<file path="src/rtl/rxpp_pkg.sv">
package rxpp_pkg;
  typedef enum logic {HALF0 = 1'b0, HALF1 = 1'b1} half_t;

  function automatic half_t other_half(half_t h);
    return (h == HALF0) ? HALF1 : HALF0;
  endfunction
endpackage

</file>
<file path="src/rtl/rxpp_bank.sv">
module rxpp_bank #(
  parameter int DATA_W = 8,
  parameter int DEPTH  = 32,
  localparam int AW    = $clog2(DEPTH)
) (
  input  logic              clk,
  input  logic              wr_en,
  input  logic [AW-1:0]     wr_addr,
  input  logic [DATA_W-1:0] wr_data,
  input  logic              rd_en,
  input  logic [AW-1:0]     rd_addr,
  output logic [DATA_W-1:0] rd_data
);
  logic [DATA_W-1:0] mem [DEPTH];

  always_ff @(posedge clk) begin
    if (wr_en) mem[wr_addr] <= wr_data;
  end

  always_ff @(posedge clk) begin
    if (rd_en) rd_data <= mem[rd_addr];
  end
endmodule

</file>
<file path="src/rtl/rxpp_ctrl.sv">
module rxpp_ctrl
  import rxpp_pkg::*;
#(
  parameter int DEPTH = 32,
  localparam int AW   = $clog2(DEPTH),
  localparam int CW   = $clog2(DEPTH + 1)
) (
  input  logic          clk,
  input  logic          rst,
  input  logic          rx_rst_cmd,
  input  logic          sr_valid,
  input  logic          host_rd,
  input  logic          host_release,
  input  logic          irq_en,
  output logic          wr_en,
  output half_t         wr_half,
  output logic [AW-1:0] wr_addr,
  output logic          rd_ok,
  output half_t         host_half,
  output logic [AW-1:0] rd_addr,
  output half_t         rd_half_q,
  output logic          rvalid_q,
  output logic          zero_q,
  output logic          irq_q,
  output logic          ovf_q,
  output logic          unr_q
);
  half_t         fill_sel;
  logic [CW-1:0] fill_cnt;
  logic [CW-1:0] rd_ptr;
  logic          busy;
  logic          full, swap_now, accept, drop;

  assign full      = (fill_cnt == CW'(DEPTH));
  assign swap_now  = full && !busy;
  assign accept    = sr_valid && (swap_now || !full);
  assign drop      = sr_valid && full && busy;
  assign host_half = other_half(fill_sel);
  assign wr_en     = accept;
  assign wr_half   = swap_now ? other_half(fill_sel) : fill_sel;
  assign wr_addr   = swap_now ? '0 : fill_cnt[AW-1:0];
  assign rd_ok     = host_rd && busy && (rd_ptr < CW'(DEPTH));
  assign rd_addr   = rd_ptr[AW-1:0];

  always_ff @(posedge clk) begin
    if (rst || rx_rst_cmd) begin
      fill_sel  <= HALF0;
      fill_cnt  <= '0;
      rd_ptr    <= '0;
      busy      <= 1'b0;
      irq_q     <= 1'b0;
      ovf_q     <= 1'b0;
      unr_q     <= 1'b0;
      rvalid_q  <= 1'b0;
      zero_q    <= 1'b1;
      rd_half_q <= HALF1;
    end else begin
      if (swap_now) begin
        fill_sel <= other_half(fill_sel);
        fill_cnt <= accept ? CW'(1) : '0;
        busy     <= 1'b1;
        rd_ptr   <= '0;
      end else begin
        if (accept)       fill_cnt <= fill_cnt + CW'(1);
        if (host_release) busy     <= 1'b0;
        if (rd_ok)        rd_ptr   <= rd_ptr + CW'(1);
      end
      irq_q     <= irq_en && (swap_now || (busy && !host_release));
      ovf_q     <= ovf_q || drop;
      unr_q     <= unr_q || (host_rd && !rd_ok);
      rvalid_q  <= host_rd;
      zero_q    <= !rd_ok;
      rd_half_q <= host_half;
    end
  end

  // fill count never exceeds one half
  p_fill_bound_r2: assert property (@(posedge clk) disable iff (rst)
    fill_cnt <= CW'(DEPTH));

  // no swap while the host still holds its half
  p_no_swap_while_held_r6: assert property (@(posedge clk) disable iff (rst)
    (busy && !host_release && !rx_rst_cmd) |=> $stable(fill_sel));

  // a byte arriving into a blocked pool raises the overflow flag
  p_drop_sets_ovf_r7: assert property (@(posedge clk) disable iff (rst)
    (sr_valid && full && busy && !rx_rst_cmd) |=> ovf_q);

  // overflow is sticky
  p_ovf_sticky_r7: assert property (@(posedge clk) disable iff (rst)
    (ovf_q && !rx_rst_cmd) |=> ovf_q);

  // underrun is sticky
  p_unr_sticky_r8: assert property (@(posedge clk) disable iff (rst)
    (unr_q && !rx_rst_cmd) |=> unr_q);

  // interrupt stays low without enable
  p_irq_needs_en_r5: assert property (@(posedge clk) disable iff (rst)
    !irq_en |=> !irq_q);
endmodule

</file>
<file path="src/rtl/rx_pingpong_fifo.sv">
module rx_pingpong_fifo
  import rxpp_pkg::*;
#(
  parameter int DATA_W = 8,
  parameter int DEPTH  = 32,
  localparam int AW    = $clog2(DEPTH),
  localparam int NHALF = 2
) (
  input  logic              clk,
  input  logic              rst,
  input  logic              rx_rst_cmd,
  input  logic              sr_valid,
  input  logic [DATA_W-1:0] sr_data,
  input  logic              host_rd,
  input  logic [AW-1:0]     host_addr,
  input  logic              host_release,
  input  logic              irq_en,
  output logic [DATA_W-1:0] host_rdata,
  output logic              host_rvalid,
  output logic              irq_rpf,
  output logic              ovf_flag,
  output logic              unr_flag
);
  logic          wr_en, rd_ok, rvalid_q, zero_q;
  half_t         wr_half, host_half, rd_half_q;
  logic [AW-1:0] wr_addr, rd_addr;
  logic [NHALF-1:0]       wr_b, rd_b;
  logic [DATA_W-1:0]      bank_q [NHALF];

  rxpp_ctrl #(.DEPTH(DEPTH)) u_ctrl (
    .clk(clk), .rst(rst), .rx_rst_cmd(rx_rst_cmd),
    .sr_valid(sr_valid), .host_rd(host_rd), .host_release(host_release),
    .irq_en(irq_en), .wr_en(wr_en), .wr_half(wr_half), .wr_addr(wr_addr),
    .rd_ok(rd_ok), .host_half(host_half), .rd_addr(rd_addr),
    .rd_half_q(rd_half_q), .rvalid_q(rvalid_q), .zero_q(zero_q),
    .irq_q(irq_rpf), .ovf_q(ovf_flag), .unr_q(unr_flag)
  );

  for (genvar g = 0; g < NHALF; g++) begin : g_half
    assign wr_b[g] = wr_en && (wr_half == half_t'(g));
    assign rd_b[g] = rd_ok && (host_half == half_t'(g));

    rxpp_bank #(.DATA_W(DATA_W), .DEPTH(DEPTH)) u_bank (
      .clk(clk), .wr_en(wr_b[g]), .wr_addr(wr_addr), .wr_data(sr_data),
      .rd_en(rd_b[g]), .rd_addr(rd_addr), .rd_data(bank_q[g])
    );

    // the collecting half and the host half are never the same bank
    p_banks_disjoint_r2: assert property (@(posedge clk) disable iff (rst)
      !(wr_b[g] && rd_b[g]));
  end

  assign host_rvalid = rvalid_q;
  assign host_rdata  = (rvalid_q && !zero_q) ? bank_q[rd_half_q] : '0;

  // a read without a byte returns zero and flags underrun
  p_underrun_zero_r8: assert property (@(posedge clk) disable iff (rst)
    (host_rd && !rd_ok && !rx_rst_cmd) |=> (host_rvalid && host_rdata == '0 && unr_flag));

  // window address is a defined value whenever a read is issued
  p_addr_known_r4: assert property (@(posedge clk) disable iff (rst)
    host_rd |-> !$isunknown(host_addr));
endmodule

</file>
<file path="config.mk">
export PLATFORM = sky130hd
export DESIGN_NAME = rx_pingpong_fifo
export DESIGN_NICKNAME = d
export VERILOG_FILES = /design/src/rtl/rxpp_pkg.sv /design/src/rtl/rxpp_bank.sv /design/src/rtl/rxpp_ctrl.sv /design/src/rtl/rx_pingpong_fifo.sv
export SDC_FILE = /design/constraint.sdc
export NUM_CORES = 1
export LEC_CHECK = 0
export ABC_AREA = 1
export ABC_CLOCK_PERIOD_IN_PS = 3250
export CAP_MARGIN = 20
export CORE_ASPECT_RATIO = 1.75
export CORE_UTILIZATION = 50
export CTS_CLUSTER_DIAMETER = 60
export CTS_CLUSTER_SIZE = 28
export DETAILED_ROUTE_END_ITERATION = 7
export HOLD_SLACK_MARGIN = 0.12
export PLACE_DENSITY_LB_ADDON = 0.1
export SETUP_SLACK_MARGIN = 0.02
export SLEW_MARGIN = 30
export SYNTH_ARGS = -nofsm -noshare
export SYNTH_HDL_FRONTEND = slang
export SYNTH_SLANG_ARGS = --single-unit
</file>
<file path="constraint.sdc">
create_clock -name clk -period 3.25 [get_ports clk]
set_input_delay 0.65 -clock clk [delete_from_list [all_inputs] [get_ports clk]]
set_output_delay 0.65 -clock clk [all_outputs]
set_load 0.01 [all_outputs]
</file>
# ---- Word level (Yosys, flattened, before mapping)
# Memory sizes are Yosys's and may differ from the RTL's. A register that Yosys moved wholly into a read port is not among the register bits.
# Cells that the tools add are included.
dict set report word_totals {
  regBits 20
  ram_bits 512
  input_bits 20
  wordCells 62
  n_memories 2
}
dict set report op_classes {
  n_addsub 2
  n_lt_le_gt_ge 2
  n_eq_ne 1
  n_mux 16
  bitwise 2
  reduce_logical 27
}
# name depth word_bits rd rd_clocked_by_memory_dff wr line
set memory_table {}
lappend memory_table {{g_half[0].u_bank.mem} 32 8 1 1 1 rxpp_bank.sv:14} ;# logic [DATA_W-1:0] mem [DEPTH];
lappend memory_table {{g_half[1].u_bank.mem} 32 8 1 1 1 rxpp_bank.sv:14}
# cell count
set op_table {}
lappend op_table {{two-way mux 8 bit} 4}
lappend op_table {{logical AND 1 bit} 14}
lappend op_table {{adder 6 x 1 -> 6 bit, second input constant} 2}
lappend op_table {{two-way mux 6 bit} 2}
lappend op_table {{two-way mux 1 bit} 9}
lappend op_table {{== test 6 bit, second input constant} 1}
lappend op_table {{less-than comparator 6 bit, second input constant} 1}
lappend op_table {{logical NOT 1 bit} 5}
lappend op_table {{logical OR 1 bit} 5}
lappend op_table {{two-way mux 5 bit} 1}
lappend op_table {{nonzero test 2 bit} 2}
lappend op_table {{greater-or-equal comparator 2 bit, second input constant} 1}
lappend op_table {{inverter 1 -> 2 bit} 1}
lappend op_table {{OR reduction 2 bit} 1}
lappend op_table {{inverter 1 bit} 1}

# ---- Depth between registers and ports, before layout
# Gate-level depths: netlist (run 1).
dict set report logic_depth {
  word_depth 7
  ltp_mapped 12
}

# ---- Hierarchy
# Synthesis (run 1) repeated with hierarchy kept, for this count alone.
dict set report unflattened {
  hier_cells 2006
  area_unflattened_um2 22866.9
}
# mod instances cells_per_inst area_per_inst_um2
set modules_own_cells {}
lappend modules_own_cells {rxpp_bank 2 922 10866.7}
lappend modules_own_cells {rxpp_ctrl 1 126 980.9}
lappend modules_own_cells {rx_pingpong_fifo 1 36 152.6}

# ---- Least setup slack after synthesis (run 1)
# OpenSTA, ideal clock, no wires.
dict set report synth_path {
  kind {register to register}
  from {register u_ctrl.fill_cnt[0]}
  to {memory g_half[0].u_bank.mem[27][0] (enable)}
  setup_ns 0.370
  arrival_time_ns 1.832
  slack_ns 1.048
  stages_incl_launch_ff 12
  path_buffers 2
  period_less_slack_ns 2.202
  path_cell_list {dfxtp_1 -> inv_1 -> ha_1 -> buf_2 -> nand2_1 -> inv_1 -> nand3_4 -> nand2_1 -> nand2_2 -> nand2_4 -> buf_6 -> nor2_1}
}
dict set report synth_between {
  elab_chain_cells 7
  word_cells_on_any_way 11
  classes_between {eq/ne (1); mux (4); bitwise (1); reduce/logical (5)}
}
# element line
set synth_rtl {}
lappend synth_rtl {{from (decl)} rxpp_ctrl.sv:29} ;# logic [CW-1:0] fill_cnt;
lappend synth_rtl {{from (signal assigned)} rxpp_ctrl.sv:60} ;# fill_cnt <= accept ? CW'(1) : '0;
lappend synth_rtl {{from (signal assigned)} rxpp_ctrl.sv:64} ;# if (accept) fill_cnt <= fill_cnt + CW'(1);
lappend synth_rtl {{== test 6 bit} rxpp_ctrl.sv:34} ;# assign full = (fill_cnt == CW'(DEPTH));
lappend synth_rtl {{logical AND 1 bit / logical NOT 1 bit (equally long branches)} {rxpp_ctrl.sv:35, rxpp_ctrl.sv:36}}
lappend synth_rtl {{two-way mux 1 bit / logical OR 1 bit (equally long branches)} {rxpp_ctrl.sv:40, rxpp_ctrl.sv:36}}
lappend synth_rtl {{inverter 1 bit / logical AND 1 bit (equally long branches)} {rx_pingpong_fifo.sv:40, rxpp_ctrl.sv:36}}
lappend synth_rtl {{logical AND 1 bit} rx_pingpong_fifo.sv:40} ;# assign wr_b[g] = wr_en && (wr_half == half_t'(g));
lappend synth_rtl {{two-way mux 1 bit} rxpp_bank.sv:17} ;# if (wr_en) mem[wr_addr] <= wr_data;
lappend synth_rtl {{two-way mux 1 bit (implied by the code)} rxpp_bank.sv:17}
lappend synth_rtl {{to (decl)} rxpp_bank.sv:14}
# Several ways; a longest one is shown, not always the timed one.

# ---- Worst setup path in the final report (run 1)
dict set report layout_path {
  from {register u_ctrl.rd_half_q}
  to {output host_rdata[4]}
}
dict set report layout_between {
  elab_chain_cells 5
}
# element line
set layout_rtl {}
lappend layout_rtl {{from (decl)} rxpp_ctrl.sv:21} ;# output half_t rd_half_q,
lappend layout_rtl {{from (signal assigned)} rxpp_ctrl.sv:73} ;# rd_half_q <= host_half;
lappend layout_rtl {{inverter 1 -> 2 bit (implied by the code)} rx_pingpong_fifo.sv:54} ;# assign host_rdata = (rvalid_q && !zero_q) ? bank_q[rd_half_q] : '0;
lappend layout_rtl {{two-way mux 8 bit (implied by the code) (3 in a row)} rx_pingpong_fifo.sv:54}
lappend layout_rtl {{two-way mux 8 bit} rx_pingpong_fifo.sv:54}
lappend layout_rtl {{to (decl)} rx_pingpong_fifo.sv:18} ;# output logic [DATA_W-1:0] host_rdata,
# No other way between the ends. The select of a mux whose other input is x is not followed.

==> flow_summary.yaml, run 1 <==
global_route:
  grt_first_pass_wirelength_um: 89000
  first_global_vias: 15343
  grt_start_max_net_pins: 181
  grt.total_usage_pct: 24.4
  grt_antenna_before_repair: 0
  grt_most_used_layer: "met2"
  grt_use_met1_pct: 29.9
  globalRouteOverflowTotal: 0
  grt_util_met2_pct: 44.4
  met3_usage_pct: 1.84
clocking:
  worst_skew_pair.late_latency_ns: 0.61
  ctsLongestPathBuffers: 3
  tritoncts_clock_tree: "yes"
  cts.repair_timing.setup_buffer_count: 0
  root_buffer: "clkbuf_16"
  ctsHoldBuffers: 0
  post_cts_resize_count: 0
  clock-sinks: 548
  htree_levels: 1
  tritoncts.num_buffers: 26
  clk_transition_reported_paths_ns: 0.10
synthesis:
  largest_cells_by_area_after_synthesis: "edfxtp_1, nand2_1, inv_1, nand3_1, nor2_1"
  post_synth_num_cell_types: 25
  synthesis_stage_register_bit_count: 548
  syn_area_per_cell_um2: 9.88
  seq_area_frac_synth_pct: 67.5
  syn_nets: 2465
  synth_top_area_share_pct: 65.8
  yosys.area.top_type: "edfxtp_1"
  mappedNetlistArea_mm2: 0.0241
  async_flop_share_pct: 0
  synth.yosys.warnings: 0
  yosys_most_used_dff: "edfxtp_1"
  syn_inst: 2439
  synth_enable_flop_cells: 528
power_and_ir_drop:
  totalPowerFinal_mw: 12.0
  static-leakage-power_nw: 10.8
  power.internal_mw: 9.58
  share_seq_of_total_power_pct: 64.5
  ir_drop_worst_vdd_mv: 0.493
  p_sw_share_pct: 20.2
  power_density_mw_per_mm2: 462
  pwr-share-clk_pct: 33.6
  combPwrFrac_pct: 1.9
  total_switching_power_mw: 2.42
hold_path:
  hp-class: "flip-flop to flip-flop"
  min_delay_worst_endpoint: "u_ctrl.rd_half_q"
  hold_start: "u_ctrl.fill_sel"
  min_delay_path_depth: 1
place:
  dpl_cell_area_mm2: 0.0251
  place_congestion: 0.928
  dp.cells: 3010
  place.detailed.hpwl_um: 37800
  portBuffers: 26
setup_path:
  timing.critical_path.arrival_ns: 2.31
  critical_path_peak_fanout: 9
  regToRegStartpoint: "u_ctrl.fill_cnt[1]"
  worst_setup_path_start_kind: "flip-flop"
  critical_path.endpoint_type: "primary output"
  crit-reg2reg-capture: "g_half[1].u_bank.mem[19][0]"
  ff2ff_setup_slack_ns: 0.75
  worst-setup-path-type: "flip-flop to primary output"
  reg2regPathDepth: 10
  worst_ep_required_time_ns: 2.60
floorplan:
  core_area_mm2: 0.0476
  std_cell_rows: 106
  pin_count: 32
  chipWidth_um: 168
  initial_core_util_pct: 50.6
  floorplan.die.height_um: 292
  die_area_mm2: 0.0491
finish:
  finish.cell_count_without_fillers: 3054
  layout_commonest_cell: "nand2_1"
  fillerInstances: 4162
  most-common-layout-cells: "nand2_1, edfxtp_1, inv_1"
  antenna-diode-count: 0
  postLayoutCellArea_mm2: 0.0260
  fin_nets: 2470
  final_layout_size_suffix_gt1_share_pct: 6.54
  syn2layout_area_growth_pct: 7.77
  final_standard_cell_utilization_of_the_core_pct: 54.5
timing:
  achievable-frequency_ghz: 0.338
  setup_viol_count_final: 0
  tightest_slew_ns: 0.950
  rsz0062_at_grt: "no"
  period_utilization_pct: 91.0
  finalSetupTns_ns: 0
  relSlewSlack_pct: 36.5
  fin_max_slew_vios: 0
  final.setup_skew_ns: 0.0325
  post-route-min-period_ns: 2.96
  timing_hold_violations_final: 0
detailed_routing:
  detail_route.iter0.violations: 1079
  via_per_inst: 5.12
  remaining_antenna_violation_count_after_routing: 0
  wl_um: 58400
  drc_errors: 0
  post_detailed_route_wirelength_per_cell_um: 19.1
  dr.pass1.iters: 5
  via_count: 15644
status:
  status: "finished clean"
run:
  cap_violations: 0
## power groups by stage
stage	Sequential, mW	Clock, mW	Combinational [mW]
final	7.74	4.03	0.231
after global routing	7.74	4.33	0.247
after floorplan	7.90	0	0.0431
after global placement	7.90	0	0.231
after detailed placement	7.90	0	0.234
after CTS	7.74	4.12	0.235
## stage by stage
stage          worst slack (ns)  hold slack (ns)
2_1_floorplan              1.05            0.403
3_3_place_gp              0.435            0.428
3_5_place_dp              0.400            0.422
4_1_cts                   0.247            0.453
5_1_grt                   0.197            0.475
6_report                  0.292            0.449
## kinds of logic (layout without fill, tap and decap cells)
logic type                 after synthesis  after routing  share of synthesized area (%)
buffers and inverters                  478            499                           8.11
AOI/OAI and AO/OA                       53             53                           1.10
and+or+nand+nor                       1353           1353                           23.0
DFF                                    548            548                           67.5
adders and majority gates                6              6                          0.312
xor gates and xnor gates                 1              1                         0.0364
## synthesized netlist by cell type (all sizes together) (5+ instances only)
master,instances
clkbuf,25
dfxtp,20
nand2,881
nor3,5
nor2,230
edfxtp,528
a21oi,50
inv,363
buf,90
ha,6
nand3,233
## flip-flops by register name, summed over array words and instances, names as in the netlist, 6 cells and up
| signal | flops |
|---|---|
| g_half.u_bank.mem | 512 |
| g_half.u_bank.rd_data | 16 |
| u_ctrl.fill_cnt | 6 |
| u_ctrl.rd_ptr | 6 |
## layer usage
metal	up-vias	routed length, um
li1	7718	-
met1	7439	23000
met2	388	30800
met3	99	2380
met4	0	2180
met5	-	0
## worst max-delay path: stages, from the launching register on
cell and delay, ns:
dfxtp_1 0.44, inv_1 0.24, nand2_1 0.10, a21oi_1 0.33
clkdlybuf4s50_1 0.61
## worst max-delay path by stage
stage                                  start                           to  slack, ns  cells after the start
after global placement              sr_valid  g_half[1].u_bank.mem[29][7]       0.44                      6
after detailed placement            sr_valid  g_half[1].u_bank.mem[29][7]       0.40                      6
after floorplan           u_ctrl.fill_cnt[0]  g_half[0].u_bank.mem[27][0]       1.05                     11
final                       u_ctrl.rd_half_q                host_rdata[4]       0.29                      4
after CTS                   u_ctrl.rd_half_q                host_rdata[4]       0.25                      4
after global routing        u_ctrl.rd_half_q                host_rdata[4]       0.20                      4
## layout make-up
type	instances	area [um^2]	area share (%)
well taps	594	743	2.86
multi-input cells	1413	5890	22.7
inverters	363	1370	5.27
clock inverters	12	220	0.848
clock buffers	32	673	2.59
flip-flops and latches	548	16300	62.6
repair buffers	92	807	3.11
Note: power is estimated with default switching activity, not from simulation.
==> run 2: changes to the inputs <==
SETUP_SLACK_MARGIN = default   (was 0.02)
==> results of run 2 <==
The final DEF is identical to that of run 1; final timing and power are the same.
